## src/rtl/stw_pkg.sv

```systemverilog
package stw_pkg;
  localparam int KIND_W   = 2;
  localparam int ADDR_W   = 32;
  localparam int RID_W    = 6;
  localparam int MASK_W   = 16;
  localparam int FLAG_W   = 2;
  localparam int LINE_OFF = 6;
  localparam int LINE_W   = ADDR_W - LINE_OFF;

  typedef struct packed {
    logic [KIND_W-1:0] kind;
    logic [ADDR_W-1:0] addr;
    logic [RID_W-1:0]  rid;
    logic [MASK_W-1:0] mask;
    logic [FLAG_W-1:0] flags;
  } stw_req_t;

  localparam int REQ_W = $bits(stw_req_t);
endpackage

```

## src/rtl/stw_line_match.sv

```systemverilog
module stw_line_match
  import stw_pkg::*;
#(
  parameter int DEPTH = 8
) (
  input  logic [DEPTH-1:0][LINE_W-1:0] ent_lines,
  input  logic [DEPTH-1:0]             occ,
  input  logic                         wake_valid,
  input  logic [LINE_W-1:0]            wake_line,
  input  logic [LINE_W-1:0]            in_line,
  output logic [DEPTH-1:0]             hit,
  output logic                         in_hit
);
  for (genvar g = 0; g < DEPTH; g++) begin : g_cmp
    assign hit[g] = wake_valid && occ[g] && (ent_lines[g] == wake_line);
  end
  assign in_hit = wake_valid && (in_line == wake_line);
endmodule

```

## src/rtl/stw_oldest_pick.sv

```systemverilog
module stw_oldest_pick #(
  parameter int N = 8,
  localparam int IDX_W = (N > 1) ? $clog2(N) : 1
) (
  input  logic [N-1:0]     vec,
  output logic             any,
  output logic [IDX_W-1:0] idx
);
  always_comb begin
    any = |vec;
    idx = '0;
    for (int i = N - 1; i >= 0; i--) begin
      if (vec[i]) idx = IDX_W'(i);
    end
  end
endmodule

```

## src/rtl/stw_slot_store.sv

```systemverilog
module stw_slot_store
  import stw_pkg::*;
#(
  parameter int DEPTH = 8,
  localparam int IDX_W = (DEPTH > 1) ? $clog2(DEPTH) : 1,
  localparam int CNT_W = $clog2(DEPTH + 1)
) (
  input  logic                        clk,
  input  logic                        rst_n,
  input  logic                        push,
  input  stw_req_t                    push_req,
  input  logic                        push_woke,
  input  logic                        pop,
  input  logic [IDX_W-1:0]            pop_idx,
  input  logic [DEPTH-1:0]            mark,
  output stw_req_t [DEPTH-1:0]        ents,
  output logic [DEPTH-1:0]            woke,
  output logic [DEPTH-1:0]            occ,
  output logic [CNT_W-1:0]            count
);
  stw_req_t [DEPTH-1:0] ents_q, ents_n, ents_sh;
  logic [DEPTH-1:0]     woke_q, woke_n, wmark, wmark_sh;
  logic [CNT_W-1:0]     count_q, count_n, tail;

  for (genvar g = 0; g < DEPTH; g++) begin : g_occ
    assign occ[g] = (count_q > CNT_W'(g));
  end

  always_comb begin
    wmark    = woke_q | mark;
    ents_sh  = ents_q >> REQ_W;
    wmark_sh = wmark >> 1;
    ents_n   = ents_q;
    woke_n   = wmark;
    if (pop) begin
      for (int i = 0; i < DEPTH; i++) begin
        if (i >= int'(pop_idx)) begin
          ents_n[i] = ents_sh[i];
          woke_n[i] = wmark_sh[i];
        end
      end
    end
    tail = count_q - CNT_W'(pop);
    if (push) begin
      ents_n[tail[IDX_W-1:0]] = push_req;
      woke_n[tail[IDX_W-1:0]] = push_woke;
    end
    count_n = count_q + CNT_W'(push) - CNT_W'(pop);
  end

  always_ff @(posedge clk) begin
    if (!rst_n) begin
      ents_q  <= '0;
      woke_q  <= '0;
      count_q <= '0;
    end else begin
      ents_q  <= ents_n;
      woke_q  <= woke_n;
      count_q <= count_n;
    end
  end

  assign ents  = ents_q;
  assign woke  = woke_q;
  assign count = count_q;

  AST_NO_OVERFLOW: assert property (@(posedge clk) disable iff (!rst_n) count_q <= CNT_W'(DEPTH));
  AST_POP_ONLY_WOKEN: assert property (@(posedge clk) disable iff (!rst_n) pop |-> woke_q[pop_idx]);
endmodule

```

## src/rtl/stw_buffer.sv

```systemverilog
module stw_buffer
  import stw_pkg::*;
#(
  parameter int DEPTH = 8,
  localparam int IDX_W = (DEPTH > 1) ? $clog2(DEPTH) : 1,
  localparam int CNT_W = $clog2(DEPTH + 1)
) (
  input  logic              clk,
  input  logic              rst_n,
  input  logic              in_valid,
  output logic              in_ready,
  input  logic              in_park,
  input  logic [KIND_W-1:0] in_kind,
  input  logic [ADDR_W-1:0] in_addr,
  input  logic [RID_W-1:0]  in_rid,
  input  logic [MASK_W-1:0] in_mask,
  input  logic [FLAG_W-1:0] in_flags,
  input  logic              wake_valid,
  input  logic [LINE_W-1:0] wake_line,
  output logic              out_valid,
  input  logic              out_ready,
  output logic              out_replay,
  output logic [KIND_W-1:0] out_kind,
  output logic [ADDR_W-1:0] out_addr,
  output logic [RID_W-1:0]  out_rid,
  output logic [MASK_W-1:0] out_mask,
  output logic [FLAG_W-1:0] out_flags
);
  stw_req_t                    in_req, sel_req;
  stw_req_t [DEPTH-1:0]        ents;
  logic [DEPTH-1:0][LINE_W-1:0] ent_lines;
  logic [DEPTH-1:0]            occ, woke, hit;
  logic [CNT_W-1:0]            count;
  logic                        in_hit, rep_valid, full, pass_ok, push, pop;
  logic [IDX_W-1:0]            enc_idx, pick, lk_idx;
  logic                        lk_valid;

  assign in_req = '{kind: in_kind, addr: in_addr, rid: in_rid, mask: in_mask, flags: in_flags};

  for (genvar g = 0; g < DEPTH; g++) begin : g_line
    assign ent_lines[g] = ents[g].addr[ADDR_W-1:LINE_OFF];
  end

  stw_line_match #(.DEPTH(DEPTH)) u_match (
    .ent_lines (ent_lines),
    .occ       (occ),
    .wake_valid(wake_valid),
    .wake_line (wake_line),
    .in_line   (in_addr[ADDR_W-1:LINE_OFF]),
    .hit       (hit),
    .in_hit    (in_hit)
  );

  stw_oldest_pick #(.N(DEPTH)) u_pick (
    .vec(woke),
    .any(rep_valid),
    .idx(enc_idx)
  );

  stw_slot_store #(.DEPTH(DEPTH)) u_store (
    .clk      (clk),
    .rst_n    (rst_n),
    .push     (push),
    .push_req (in_req),
    .push_woke(in_hit),
    .pop      (pop),
    .pop_idx  (pick),
    .mark     (hit),
    .ents     (ents),
    .woke     (woke),
    .occ      (occ),
    .count    (count)
  );

  assign full     = (count == CNT_W'(DEPTH));
  assign pick     = lk_valid ? lk_idx : enc_idx;
  assign pass_ok  = in_valid && !in_park && !full && !rep_valid;
  assign in_ready = !full && !rep_valid && (in_park || out_ready);
  assign push     = in_valid && in_park && in_ready;
  assign pop      = rep_valid && out_ready;

  assign sel_req    = rep_valid ? ents[pick] : in_req;
  assign out_valid  = rep_valid || pass_ok;
  assign out_replay = rep_valid;
  assign out_kind   = sel_req.kind;
  assign out_addr   = sel_req.addr;
  assign out_rid    = sel_req.rid;
  assign out_mask   = sel_req.mask;
  assign out_flags  = sel_req.flags;

  // A stalled replay keeps its slot so a later wake cannot swap it out.
  always_ff @(posedge clk) begin
    if (!rst_n) begin
      lk_valid <= 1'b0;
      lk_idx   <= '0;
    end else begin
      lk_valid <= rep_valid && !out_ready;
      lk_idx   <= pick;
    end
  end

  AST_FULL_BLOCKS: assert property (@(posedge clk) disable iff (!rst_n) (count == CNT_W'(DEPTH)) |-> !in_ready);
  AST_REPLAY_FIRST: assert property (@(posedge clk) disable iff (!rst_n) (out_valid && out_replay) |-> !in_ready);
  AST_REPLAY_HOLD: assert property (@(posedge clk) disable iff (!rst_n)
    (out_valid && out_replay && !out_ready) |=> (out_valid && out_replay && $stable(out_addr) && $stable(out_rid)));
  AST_PARK_SILENT: assert property (@(posedge clk) disable iff (!rst_n) (in_valid && in_park && in_ready) |-> !out_valid);
endmodule

```

## config.mk

```make
export PLATFORM = sky130hd
export DESIGN_NAME = stw_buffer
export DESIGN_NICKNAME = d
export VERILOG_FILES = /design/src/rtl/stw_pkg.sv /design/src/rtl/stw_line_match.sv /design/src/rtl/stw_oldest_pick.sv /design/src/rtl/stw_slot_store.sv /design/src/rtl/stw_buffer.sv
export SDC_FILE = /design/constraint.sdc
export NUM_CORES = 1
export LEC_CHECK = 0
export CAP_MARGIN = 40
export CORE_MARGIN = 5
export CORE_UTILIZATION = 55
export CTS_BUF_LIST = sky130_fd_sc_hd__clkbuf_2 sky130_fd_sc_hd__clkbuf_4 sky130_fd_sc_hd__clkbuf_8
export DETAILED_ROUTE_END_ITERATION = 8
export HOLD_SLACK_MARGIN = 0.02
export PLACE_DENSITY = 0.82
export SLEW_MARGIN = 25
export SYNTH_ARGS = -nofsm -noshare
export SYNTH_HDL_FRONTEND = slang
export SYNTH_SLANG_ARGS = --single-unit
```

## constraint.sdc

```tcl
create_clock -name clk -period 5.95 [get_ports clk]
set_input_delay 1.19 -clock clk [delete_from_list [all_inputs] [get_ports clk]]
set_output_delay 1.19 -clock clk [all_outputs]
set_load 0.01 [all_outputs]
```

Yosys cells after proc, flatten, opt, wreduce, memory -nomap -nowiden
Index checks and enable logic that the tools add are counted.
{"block": "op_classes", "add_sub_neg": 3, "order_cmp": 18, "n_eq_ne": 10, "muxes": 36, "bitwise_logic": 1, "n_reduce_logical": 34}
{"cell": "two-way mux 464 bit", "count": 2}
{"cell": "two-way mux 58 bit", "count": 10}
{"cell": "bitwise mux 464 bit", "count": 1}
{"cell": "== test 26 bit", "count": 9}
{"cell": "binary-select mux 58 bit (select 3 bit)", "count": 1}
{"cell": "demux 58 bit (select 3 bit)", "count": 1}
{"cell": "logical AND 1 bit", "count": 27}
{"cell": "two-way mux 3 bit", "count": 9}
{"cell": "greater-than comparator 4 x 3 -> 1 bit (second input constant)", "count": 4}
{"cell": "two-way mux 8 bit", "count": 2}
{"cell": "greater-or-equal comparator 3 bit (first input constant)", "count": 3}
{"cell": "bitwise mux 8 bit", "count": 1}
{"cell": "greater-than comparator 4 x 1 -> 1 bit (second input constant)", "count": 2}
{"cell": "greater-than comparator 4 x 2 -> 1 bit (second input constant)", "count": 2}
{"cell": "< comparator 3 x 4 -> 1 bit (second input constant)", "count": 2}
{"cell": "two-way mux 1 bit", "count": 8}
{"cell": "bitwise OR 8 bit", "count": 1}
{"cell": "OR reduction 8 bit", "count": 1}
{"cell": "greater-or-equal comparator 1 x 3 -> 1 bit (first input constant)", "count": 2}
{"cell": "greater-or-equal comparator 2 x 3 -> 1 bit (first input constant)", "count": 2}
{"cell": "adder 4 x 1 -> 4 bit", "count": 1}
{"cell": "== test 4 bit (second input constant)", "count": 1}
{"cell": "logical NOT 1 bit", "count": 4}
{"cell": "subtractor 4 x 1 -> 4 bit", "count": 1}
{"cell": "4 further kinds", "count": 5}
{"block": "totals", "output_inout_bits": 61, "input_bits": 90, "regBits": 480, "elab_cells": 146}

Longest topological paths before layout
{"block": "logic_depth", "ltp_word": 14, "mapped_depth": 13, "depth_no_buf": 10}

Modules after synthesis
From an unflattened synthesis, not the netlist that was laid out.
{"block": "unflattened", "hier_cells": 3496, "area_unflattened_um2": 28099.4}
{"mod": "stw_slot_store", "cells_each": 2449, "area_per_inst_um2": 20392.1, "instances": 1}
{"mod": "stw_buffer", "cells_each": 684, "area_per_inst_um2": 4849.7, "instances": 1}
{"mod": "stw_line_match", "cells_each": 350, "area_per_inst_um2": 2776.4, "instances": 1}
{"mod": "stw_oldest_pick", "cells_each": 13, "area_per_inst_um2": 81.3, "instances": 1}

Worst setup path before layout
OpenSTA, ideal clock, no wires.
{"block": "synth_path", "path_type": "reg-to-output", "start": "register lk_valid", "end": "output out_addr[24]", "stages_incl_launch_ff": 9, "setup_slack_ns": 2.298, "t_required_ns": 4.760, "arrival_ns": 2.462, "cell_sequence": "dfxtp_1 -> clkbuf_1 -> o31ai_1 -> clkbuf_1 -> buf_2 -> buf_1 -> mux2i_1 -> mux2i_1 -> o21ai_0"}
{"block": "synth_via", "elab_chain_len": 4}
{"item": "from (decl)", "line": "stw_buffer.sv:36", "rtl": "logic lk_valid;"}
{"item": "from (signal assigned)", "line": "stw_buffer.sv:97", "rtl": "lk_valid <= rep_valid && !out_ready;"}
{"item": "two-way mux 3 bit", "line": "stw_buffer.sv:76", "rtl": "assign pick = lk_valid ? lk_idx : enc_idx;"}
{"item": "binary-select mux 58 bit (select 3 bit)", "line": "stw_buffer.sv:82", "rtl": "assign sel_req = rep_valid ? ents[pick] : in_req;"}
{"item": "two-way mux 58 bit (implied by the code)", "line": "stw_buffer.sv:82"}
{"item": "two-way mux 58 bit", "line": "stw_buffer.sv:82"}
{"item": "to (decl)", "line": "stw_buffer.sv:24", "rtl": "output logic [ADDR_W-1:0] out_addr,"}
Every way passes these cells. The select of a mux whose other input is x is not followed.

Worst setup path in the final report
{"block": "layout_path", "start": "register lk_valid", "end": "output out_rid[3]"}
{"block": "layout_via", "elab_chain_len": 4}
{"item": "two-way mux 3 bit", "line": "stw_buffer.sv:76"}
{"item": "binary-select mux 58 bit (select 3 bit)", "line": "stw_buffer.sv:82"}
{"item": "two-way mux 58 bit (implied by the code)", "line": "stw_buffer.sv:82"}
{"item": "two-way mux 58 bit", "line": "stw_buffer.sv:82"}
{"item": "to (decl)", "line": "stw_buffer.sv:25", "rtl": "output logic [RID_W-1:0] out_rid,"}
Every way passes these cells. The select of a mux whose other input is x is not followed.

==> impl_results.md <==
- Outcome: finished, final reports clean
- DRT Pass-1 Iters: 6
- Critical Path Max Stage Delay: about 0.60 ns
- Setup Buffers After CTS: 0
- Worst slew margin: between 40% and 50%
- RSZ-0062 raised after global routing: no
- DP HPWL: a little under 60000 microns
- Peak VDD IR: slightly above 200 uV
- Via density per instance: roughly 6.3
- CTS root buf: clkbuf_8
- Final Util: roughly 62%
- Fin. Hold Viols: 0
- Vias: ~25000
- Final ANT Viol Nets: 0
- Leak: about 18 nW
- Critical path's slowest cell: clkdlybuf4s50_1
- Synth warn: 0
- F_max: 192 MHz
- Layer carrying the most global-route usage: met2
- Fin cells: around 3900
- CP dominant cell by count: mux2i_1
- Crit-path leading delay family: buffers and inverters
- Ys flop type: dfxtp_1
- Global route overflow: 0
- Detailed Route Iter0 Violations: roughly 3000
- CP bufs+invs: 3
- CP Class: flop to output pin
- Crit path launch type: flop
- CP max FO: 27
- Rows: 84
- Worst slew pin tran: approximately 0.89 ns
- Setup crit end kind: output pin
- Yosys reg bits: 480
- FFs w/ async S/R, synth: 0%
- TritonCTS Buffers: 86
- CORE AREA: 0.0524 sq mm
- Clock slew at reported path FFs: approximately 0.060 ns
- Routability cong.: between 1 and 1.5
- Layout Nets: roughly 3300
- CTS sink cnt: 480
- Setup ws final: between 0.7 and 0.8 ns
- Sequential area share after synthesis: ~33%
- Initial Util: between 50% and 60%
- Layout cells sized above 1: around 7.3%
- Mapped Nets: between 3000 and 4000
- Pwr dens: approximately 250 mW/mm^2
- Worst hold slack: 0.497 ns
- WP data arrival: approximately 4 ns
- Min-Delay Path Class: flop to flop
- Syn Area/Cell: just under 9 sq um
- Clk buf depth: 3
- # hold bufs at CTS: 0
- Post-CTS Resized: 0
- Placed Cells: roughly 3800
- Skew-Pair Late Insertion Delay: 0.72 ns
- Setup TNS: 0 ns
- Met3 usage: under 10%
- Fin. max-slew vios: 0
- Total track usage: between 30 and 40%
- Max-cap viol count: 0
- Worst EP required: roughly 4.8 ns
- Number of synthesized flops with an enable pin: 0
- Design Area, Final: 0.0326 sq mm
- I/O Pins: approximately 150
- Initial antenna violation count: 4
- Top cells by area, synth: dfxtp_1 33%, mux2i_1 26%, o211a_1 8.0%
- Cell Area, Synth: just under 0.03 sq mm
- Period utilization: between 80% and 90%
- Buffers on Ports: 150
- FF-to-FF setup slack: around 1.9 ns
- Met2 GRT Util: between 40% and 50%
- DRC: 0
- Distinct cells, synth: 49
- Pwr Total: about 8 mW
- Total Routed Length: between 90000 and 100000 microns
- Largest net degree at the start of global routing: 162
- Final setup viols: 0
- H-tree Lvls: 3
- Met1 Use GR: slightly above 40%
- First-pass GRT wire length: 140000 microns
- Fin crit period: around 5.2 ns
- Fillers: 4309
- Final Skew: 0.0480 ns
- Die W: between 200 and 250 microns
- Die ar.: approximately 0.057 sq mm
- Dpl ws: 1.37 ns
- Area share of the largest cell type after synthesis: 33.1%
- Number of global-route vias before repair: approximately 24000
- Cell Area, Placed: roughly 0.031 sq mm
- Die Height: between 200 and 250 microns
- Average wire per standard cell: approximately 23 microns
- Leading area contributor after synthesis: dfxtp_1
- Worst path cell trace: mux2i_1 > a21o_4 > buf_4 > buf_4 > mux2i_1 > mux2i_1 > mux2i_1 > o21ai_0 > clkdlybuf4s50_1
- Cells after Synth: ~3300
- Syn-to-layout area delta: 12.5%
- CTS tree: done
final timing paths:
| check | startpoint | endpoint | depth (start not counted) |
|---|---|---|---|
| worst max register to register | u_store.woke[5]$_SDFF_PN0_ | u_store.ents[26]$_SDFF_PN0_ | 9 |
| worst max-delay path | lk_valid$_SDFF_PN0_ | out_rid[3] | 9 |
| worst min register to register | u_store.ents[462]$_SDFF_PN0_ | u_store.ents[462]$_SDFF_PN0_ | 2 |
| worst min-delay path | u_store.ents[462]$_SDFF_PN0_ | u_store.ents[462]$_SDFF_PN0_ | 2 |
flip-flops by register name (all words and copies together) (netlist names):
name	flops
u_store.count	4
lk_idx	3
u_store.ents	464
lk_valid	1
u_store.woke	8
logic make-up after synthesis:
kind of cell,after synthesis,share of synthesized area [%]
AOI/OAI and AO/OA,794,18.5
adders and majority gates,13,0.587
and+or+nand+nor,590,9.03
xor gates and xnor gates,237,7.16
buffers and inverters,374,5.24
muxes,763,26.3
DFF,480,33.1
layout by cell type (no fill, tap or decap), types with 117 or more instances in the layout:
master,n
a21oi_1,179
clkbuf_8,117
clkdlybuf4s50_1,149
dfxtp_1,480
mux2i_1,763
nand2_1,354
nand3_1,129
o211a_1,232
o21ai_0,299
xnor2_1,191
worst register-to-register path, delay by kind of cell (launching register included):
| kind | cells | cell delay [ns] |
|---|---|---|
| AO/OA/AOI/OAI | 2 | 0.51 |
| XOR/XNOR | 1 | 0.61 |
| adder cells (fa/ha/maj) | 2 | 0.40 |
| buffers and inverters | 2 | 0.73 |
| flip-flops | 1 | 0.35 |
| AND/OR/NAND/NOR | 2 | 1.27 |
report_power, final:
| group | internal, mW | total (mW) | leakage [nW] | switching, mW |
|---|---|---|---|---|
| clock | 1.98 | 3.48 | 1.04 | 1.50 |
| sequential | 3.33 | 3.44 | 3.88 | 0.105 |
| combinational | 0.455 | 1.09 | 12.6 | 0.631 |
final cells by class:
| cell class | count | area (sq um) | area share, % |
|---|---|---|---|
| sequential | 480 | 9610 | 29.5 |
| antenna | 4 | 10.0 | 0.0307 |
| timing repair buffer | 208 | 2130 | 6.53 |
| multi-input combinational | 2397 | 18000 | 55.2 |
| clock inverter | 13 | 135 | 0.414 |
| tap | 688 | 861 | 2.64 |
| clock buffer | 144 | 1810 | 5.56 |
| inverter | 12 | 45.0 | 0.138 |
cell usage after synthesis (2+ instances only):
| cell | number |
|---|---|
| dfxtp_1 | 480 |
| or4_1 | 2 |
| nand4_1 | 43 |
| inv_1 | 12 |
| a21oi_1 | 179 |
| nor4_1 | 21 |
| xor2_1 | 46 |
| buf_2 | 50 |
| ha_1 | 12 |
| and2_1 | 6 |
| o2111ai_1 | 3 |
| clkbuf_2 | 21 |
| a21o_1 | 3 |
| o21ai_0 | 299 |
| clkbuf_1 | 241 |
| a21boi_0 | 60 |
| nand2_1 | 358 |
| mux2i_1 | 763 |
| a41oi_1 | 4 |
| nor3_1 | 3 |
| buf_4 | 7 |
| nor2b_1 | 4 |
| nor2_1 | 11 |
| o211a_1 | 232 |
| nand3b_1 | 3 |
| xnor2_1 | 191 |
| a2111oi_0 | 3 |
| buf_1 | 43 |
| nand3_1 | 131 |
per-layer routing:
layer,part of all wire (%),vias to the layer above
met5,0.085,-
met2,45,1151
met4,4.2,7
li1,-,11545
met3,9.6,278
met1,41,12041
No activity file was read; power rests on OpenSTA's default activity.
